`config.mk`:
```
export PLATFORM = sky130hd
export DESIGN_NAME = dma_burst_splitter
export DESIGN_NICKNAME = d
export VERILOG_FILES = /design/src/rtl/bsplit_pkg.sv /design/src/rtl/bsplit_req_check.sv /design/src/rtl/bsplit_len_calc.sv /design/src/rtl/dma_burst_splitter.sv
export SDC_FILE = /design/constraint.sdc
export NUM_CORES = 1
export LEC_CHECK = 0
export BUFFER_PORTS_ARGS = -buffer_cell sky130_fd_sc_hd__buf_2
export CAP_MARGIN = 25
export CORE_AREA = 2 2 101 103
export CTS_BUF_LIST = sky130_fd_sc_hd__clkbuf_16
export DETAILED_ROUTE_END_ITERATION = 7
export DIE_AREA = 0 0 103 105
export PLACE_DENSITY = 0.77
export SYNTH_ARGS = -nofsm -noshare
export SYNTH_HDL_FRONTEND = slang
export SYNTH_HIERARCHICAL = 1
export SYNTH_SLANG_ARGS = --single-unit
export TNS_END_PERCENT = 20
```
`constraint.sdc`:
```
create_clock -name clk -period 8.08 [get_ports clk]
set_input_delay 1.616 -clock clk [delete_from_list [all_inputs] [get_ports clk]]
set_output_delay 1.616 -clock clk [all_outputs]
set_load 0.02 [all_outputs]
```
`src/rtl/bsplit_pkg.sv`:
```
package bsplit_pkg;

    typedef enum logic [1:0] {
        ST_IDLE = 2'd0,
        ST_RUN  = 2'd1,
        ST_DONE = 2'd2,
        ST_ERR  = 2'd3
    } bsplit_state_e;

endpackage

```
`src/rtl/bsplit_req_check.sv`:
```
module bsplit_req_check #(
    parameter int LEN_W      = 16,
    parameter int BYTE_SHIFT = 3
) (
    input  logic [BYTE_SHIFT-1:0] addr_low,
    input  logic [LEN_W-1:0]      len,
    output logic                  misaligned,
    output logic                  zero_len
);
    always_comb begin
        misaligned = (addr_low != '0);
        zero_len   = (len == '0);
    end
endmodule

```
`src/rtl/bsplit_len_calc.sv`:
```
module bsplit_len_calc #(
    parameter int LEN_W         = 16,
    parameter int BOUND_DW      = 32,
    parameter int MAX_SIZE_LOG2 = 3,
    localparam int BOUND_LOG2   = $clog2(BOUND_DW),
    localparam int CMD_LEN_W    = MAX_SIZE_LOG2 + 1,
    localparam int SIZE_W       = $clog2(MAX_SIZE_LOG2 + 1)
) (
    input  logic [BOUND_LOG2-1:0] dw_idx,
    input  logic [LEN_W-1:0]      rem,
    input  logic [SIZE_W-1:0]     size_code,
    input  logic                  mode,
    input  logic [CMD_LEN_W-1:0]  tail,
    output logic [CMD_LEN_W-1:0]  len,
    output logic                  hold,
    output logic [CMD_LEN_W-1:0]  tail_next
);
    logic [LEN_W-1:0] size_dw;
    logic [LEN_W-1:0] offset;
    logic [LEN_W-1:0] align_len;
    logic [LEN_W-1:0] room;
    logic [LEN_W-1:0] base;
    logic [LEN_W-1:0] capped;
    logic [LEN_W-1:0] len_w;

    always_comb begin
        size_dw   = LEN_W'(1) << size_code;
        offset    = LEN_W'(dw_idx) & (size_dw - LEN_W'(1));
        align_len = size_dw - offset;
        room      = LEN_W'(BOUND_DW) - LEN_W'(dw_idx);
        base      = mode ? size_dw : align_len;
        capped    = (rem < base) ? rem : base;
        hold      = 1'b0;
        tail_next = '0;
        if (tail != '0) begin
            // second piece of a split, issued right after the first
            len_w = LEN_W'(tail);
        end else if (mode && (capped > room)) begin
            len_w     = room;
            hold      = 1'b1;
            tail_next = CMD_LEN_W'(capped - room);
        end else begin
            len_w = capped;
        end
        len = CMD_LEN_W'(len_w);
    end
endmodule

```
`src/rtl/dma_burst_splitter.sv`:
```
module dma_burst_splitter #(
    parameter int ADDR_W        = 32,
    parameter int LEN_W         = 16,
    parameter int BOUND_DW      = 32,
    parameter int MAX_SIZE_LOG2 = 3,
    localparam int BYTE_SHIFT   = 3,
    localparam int BOUND_LOG2   = $clog2(BOUND_DW),
    localparam int CMD_LEN_W    = MAX_SIZE_LOG2 + 1,
    localparam int SIZE_W       = $clog2(MAX_SIZE_LOG2 + 1)
) (
    input  logic                 clk,
    input  logic                 rst_n,
    input  logic                 req_valid,
    input  logic [ADDR_W-1:0]    req_addr,
    input  logic [LEN_W-1:0]     req_len,
    input  logic [SIZE_W-1:0]    req_size,
    input  logic                 req_mode,
    output logic                 busy,
    output logic                 cmd_valid,
    input  logic                 cmd_ready,
    output logic [ADDR_W-1:0]    cmd_addr,
    output logic [CMD_LEN_W-1:0] cmd_len,
    output logic                 cmd_hold,
    output logic                 done,
    output logic                 err
);
    import bsplit_pkg::*;

    typedef struct packed {
        bsplit_state_e          state;
        logic [ADDR_W-1:0]      addr;
        logic [LEN_W-1:0]       rem;
        logic [SIZE_W-1:0]      size;
        logic                   mode;
        logic [CMD_LEN_W-1:0]   tail;
    } split_regs_t;

    split_regs_t regs_d, regs_q;

    logic                 req_misaligned;
    logic                 req_zero;
    logic [CMD_LEN_W-1:0] burst_len;
    logic                 burst_hold;
    logic [CMD_LEN_W-1:0] burst_tail;

    bsplit_req_check #(
        .LEN_W     (LEN_W),
        .BYTE_SHIFT(BYTE_SHIFT)
    ) i_req_check (
        .addr_low  (req_addr[BYTE_SHIFT-1:0]),
        .len       (req_len),
        .misaligned(req_misaligned),
        .zero_len  (req_zero)
    );

    bsplit_len_calc #(
        .LEN_W        (LEN_W),
        .BOUND_DW     (BOUND_DW),
        .MAX_SIZE_LOG2(MAX_SIZE_LOG2)
    ) i_len_calc (
        .dw_idx   (regs_q.addr[BYTE_SHIFT +: BOUND_LOG2]),
        .rem      (regs_q.rem),
        .size_code(regs_q.size),
        .mode     (regs_q.mode),
        .tail     (regs_q.tail),
        .len      (burst_len),
        .hold     (burst_hold),
        .tail_next(burst_tail)
    );

    always_comb begin
        regs_d = regs_q;
        unique case (regs_q.state)
            ST_IDLE: begin
                if (req_valid) begin
                    regs_d.addr = req_addr;
                    regs_d.rem  = req_len;
                    regs_d.size = req_size;
                    regs_d.mode = req_mode;
                    regs_d.tail = '0;
                    if (req_misaligned) begin
                        regs_d.state = ST_ERR;
                    end else if (req_zero) begin
                        regs_d.state = ST_DONE;
                    end else begin
                        regs_d.state = ST_RUN;
                    end
                end
            end
            ST_RUN: begin
                if (cmd_ready) begin
                    regs_d.addr = regs_q.addr + (ADDR_W'(burst_len) << BYTE_SHIFT);
                    regs_d.rem  = regs_q.rem - LEN_W'(burst_len);
                    regs_d.tail = burst_tail;
                    if (regs_q.rem == LEN_W'(burst_len)) begin
                        regs_d.state = ST_DONE;
                    end
                end
            end
            ST_DONE, ST_ERR: begin
                regs_d.state = ST_IDLE;
            end
            default: regs_d.state = ST_IDLE;
        endcase
    end

    always_ff @(posedge clk) begin
        if (!rst_n) begin
            regs_q <= '{state: ST_IDLE, addr: '0, rem: '0, size: '0, mode: 1'b0, tail: '0};
        end else begin
            regs_q <= regs_d;
        end
    end

    always_comb begin
        busy      = (regs_q.state != ST_IDLE);
        cmd_valid = (regs_q.state == ST_RUN);
        cmd_addr  = regs_q.addr;
        cmd_len   = burst_len;
        cmd_hold  = burst_hold && cmd_valid;
        done      = (regs_q.state == ST_DONE);
        err       = (regs_q.state == ST_ERR);
    end

    // ------------------------------------------------------------ checks
    assert_no_cross_R2: assert property (@(posedge clk) disable iff (!rst_n)
        cmd_valid |-> (({1'b0, cmd_addr[BYTE_SHIFT +: BOUND_LOG2]}
                        + (BOUND_LOG2 + 1)'(cmd_len)) <= (BOUND_LOG2 + 1)'(BOUND_DW)));

    assert_len_range_R6: assert property (@(posedge clk) disable iff (!rst_n)
        cmd_valid |-> ((cmd_len != '0) && (cmd_len <= (CMD_LEN_W'(1) << regs_q.size))));

    assert_stable_R7: assert property (@(posedge clk) disable iff (!rst_n)
        (cmd_valid && !cmd_ready) |=>
            (cmd_valid && $stable(cmd_addr) && $stable(cmd_len) && $stable(cmd_hold)));

    assert_hold_pair_R4: assert property (@(posedge clk) disable iff (!rst_n)
        (cmd_valid && cmd_ready && cmd_hold) |=>
            (cmd_valid && (cmd_addr[BYTE_SHIFT +: BOUND_LOG2] == '0) && !cmd_hold));

    assert_done_last_R8: assert property (@(posedge clk) disable iff (!rst_n)
        (cmd_valid && cmd_ready && (regs_q.rem == LEN_W'(cmd_len))) |=> (done && !cmd_valid));

    assert_err_quiet_R10: assert property (@(posedge clk) disable iff (!rst_n)
        err |-> (!cmd_valid && !done));

    assert_zero_len_R9: assert property (@(posedge clk) disable iff (!rst_n)
        (!busy && req_valid && (req_len == '0) && (req_addr[BYTE_SHIFT-1:0] == '0))
            |=> (done && !cmd_valid));
endmodule

```
==> results_dict.tcl <==
set metrics [dict create \
    cts_tree "done" \
    drtIter0Drc 507 \
    timing.fmax_mhz 130 \
    ys_seq_area_frac 0.220 \
    syn-num-nets 776 \
    vias 5669 \
    nets 823 \
    cp.arrival_ps 6060 \
    avgSynthCellArea_um2 7.56 \
    ys_async_sr_fraction 0 \
    grt_antenna_before_repair 0 \
    synthToLayoutAreaGrowth_pct 14.1 \
    p_leak_uw 0.00242 \
    power_frac_clock 0.243 \
    start_util 0.538 \
    cts.sinks 57 \
    dr.pass1.iters 5 \
    path_cells "nor2b_2, inv_1, ha_1, nand2b_1, a21o_1, a21o_1, ha_1, or2_2, ha_1, nand4_1, a211oi_2, o21ai_1, nand2_1, mux2_2, ha_1, nand4_1, or4_4, a311oi_2, a21oi_4, o221ai_2, buf_2" \
    ctsHoldBuffers 0 \
    ant_nets 0 \
    num_rows 36 \
    diodes 0 \
    clock-root-buffer "clkbuf_16" \
    power.density_nw_per_um2 301 \
    comb_power_share 0.551 \
    die_width_um 103 \
    grt_pass1_wl_um 26600 \
    finalWorstSetupSlack_ps 406 \
    finalCritPeriodShare 0.950 \
    path_clk_slew_ps 50 \
    synth_edf_count 0 \
    insertion_delay_ps 330 \
    dp_hpwl_um 11800 \
    power_uw 1780 \
    outcome "finished clean" \
    die_h_um 105 \
    ios 96 \
    grt_max_degree 46 \
    switching_power_uw 784 \
    grt_pass1_vias 5400 \
    synth_cell_types 83 \
    wl_per_cell_um 18.9 \
    relSlewSlack 0.536 \
    worst_path_largest_cell_delay_ps 540 \
    cp_max_fo 14 \
    cts_buffers 9 \
    vdd_ir_drop_max_mv 0.173 \
    finalMaxSlewViolations 0 \
    cp.required_ps 6460 \
    p_seq_frac 0.206 \
    preCtsSetupSlack_ps 422 \
    cts.path.max_buffers 2 \
    synth_ff_type "dfxtp_1" \
    finalSetupViolCount 0 \
    port_buffers 95 \
    power.internal_uw 994 \
    end_kind "primary output" \
    holdWs_ps 455 \
    drv_cap 0 \
    core_area_um2 9640 \
    period_minus_slack_ps 7670 \
    cts_max_level 3 \
    finalHoldViolations 0 \
    grt_overflow_total 0 \
    drt-vias-per-instance 6.51 \
    critPathLaunchType "register" \
    hold_class "register to register" \
    die-area_um2 10800 \
    critPathSlowestCell "or4_4" \
    ys.warnings.count 6 \
    drive_gt1_frac 0.225 \
    fillCellCount 911 \
    finClkSkew_ps 5.46 \
    cp_common_cell "ha_1" \
    gp_congestion 0.936 \
    switching_share 0.441 \
    drc_errors 0 \
    worstMarginPinSlew_ps 695 \
    synth_area_um2 5180 \
    synth_seq_cells 57 \
    syn_inst 686 \
    grt_usage 0.304 \
    finalWirelength_um 16400 \
    critPathKind "register to primary output" \
]
[registers in the layout, indices dropped and copies added (netlist names)]
signal    count
cmd_addr     32
regs_q       25
[cell usage in the layout (no fill, tap or decap), types with 5 or more instances in the layout]
master,n
buf_2,95
a21oi_1,57
dfxtp_1,57
nand2_1,55
nor2_1,49
ha_1,33
nand3_1,31
inv_1,29
o21ai_0,24
mux2i_1,20
nor3_1,20
nor4_1,17
o22ai_1,15
and3_1,14
nand4_1,11
nor2b_1,10
a21o_1,10
buf_4,10
a31oi_1,9
clkbuf_16,9
and4_1,7
o211ai_1,7
nand2b_1,6
or2_2,6
a211oi_1,6
a221oi_1,6
xnor2_1,6
a22oi_1,5
[power groups by stage]
stage | sequential, uW | clock [uW] | combinational, uW
final | 366 | 432 | 981
after global routing | 370 | 448 | 1080
after CTS | 363 | 435 | 926
after detailed placement | 368 | 0 | 916
after global placement | 367 | 0 | 893
after floorplan | 346 | 0 | 713
[through the flow]
step	TNS (ps)	utilization	std cells	instance area, um^2
after global routing	-4.43	0.614	871	5920
after CTS	0	0.607	870	5850
after detailed placement	0	0.573	854	5520
after floorplan	0	-	686	5180
after global placement	0	0.570	853	5500
final	0	0.614	871	5920
[worst max-delay path, delay by kind of cell (launching register included)]
family	cells	cell delay [ps]
AND/OR/NAND/NOR	7	1780
adder cells (fa/ha/maj)	4	1150
AO/OA/AOI/OAI	7	1670
flip-flops	1	430
multiplexers	1	400
buffers and inverters	2	300
[final timing paths]
path | startpoint | to | slack, ps | cells past startpoint
setup reg to reg | regs_q[6] | cmd_addr[29] | 450 | 28
setup / recovery | regs_q[6] | cmd_len[0] | 410 | 21
hold reg to reg | cmd_addr[2] | cmd_addr[2] | 460 | 2
hold / removal | cmd_addr[2] | cmd_addr[2] | 460 | 2
[layer usage]
metal / GRT usage / wire (um)
met1: 0.388 / 6700
met3: 0.0508 / 1360
met4: 0.122 / 470
met5: 0 / 0
met2: 0.502 / 7890
[area by class of cell]
type | count | area, um^2 | area share
Timing Repair Buffer | 106 | 571 | 0.0964
Inverter | 32 | 120 | 0.0203
Sequential cell | 57 | 1140 | 0.193
Clock inverter | 7 | 109 | 0.0184
Clock buffer | 9 | 225 | 0.0381
Multi-Input combinational cell | 527 | 3580 | 0.606
Tap cell | 133 | 166 | 0.0281
[cell families after synthesis]
kind of cell	Yosys count	synth area share
AOI/OAI and AO/OA	198	0.260
buffers and inverters	102	0.0997
DFF	57	0.220
muxes	22	0.0430
xor gates and xnor gates	8	0.0135
and+or+nand+nor	264	0.277
adders and majority gates	35	0.0874
[Yosys cell counts (4+ instances only)]
cell	number	area, um^2
o22ai_1	15	93.8
inv_1	29	109
nor4_1	17	106
nand2b_1	6	37.5
nand2_1	55	206
nor2_1	51	191
buf_2	10	50.1
o21ai_0	24	120
and4_1	7	61.3
a32oi_1	4	35.0
o221ai_1	4	35.0
buf_4	32	240
xnor2_1	6	52.6
nand3b_1	4	30.0
a21o_1	10	75.1
a211oi_1	7	52.6
nand3_1	31	155
dfxtp_1	57	1140
mux2i_1	20	200
and3_1	14	87.6
nor3_1	21	105
a31oi_1	9	56.3
or3_1	4	25.0
o21ai_1	4	20.0
nor2b_1	11	68.8
a221oi_1	6	52.6
or4_1	4	30.0
or2_2	5	31.3
o21a_1	4	30.0
a311oi_1	4	35.0
clkbuf_1	24	90.1
and2_1	4	25.0
ha_1	33	413
a22oi_1	5	37.5
o211ai_1	7	52.6
a21oi_1	58	290
nand4_1	11	68.8
[what timing repair did]
action	4_1_cts	5_1_grt
setup endpoints to repair	0	24
endpoints found under the hold margin	0	0
setup buffers	0	1
gates resized for setup	0	10
Note: power is estimated with default switching activity, not from simulation.
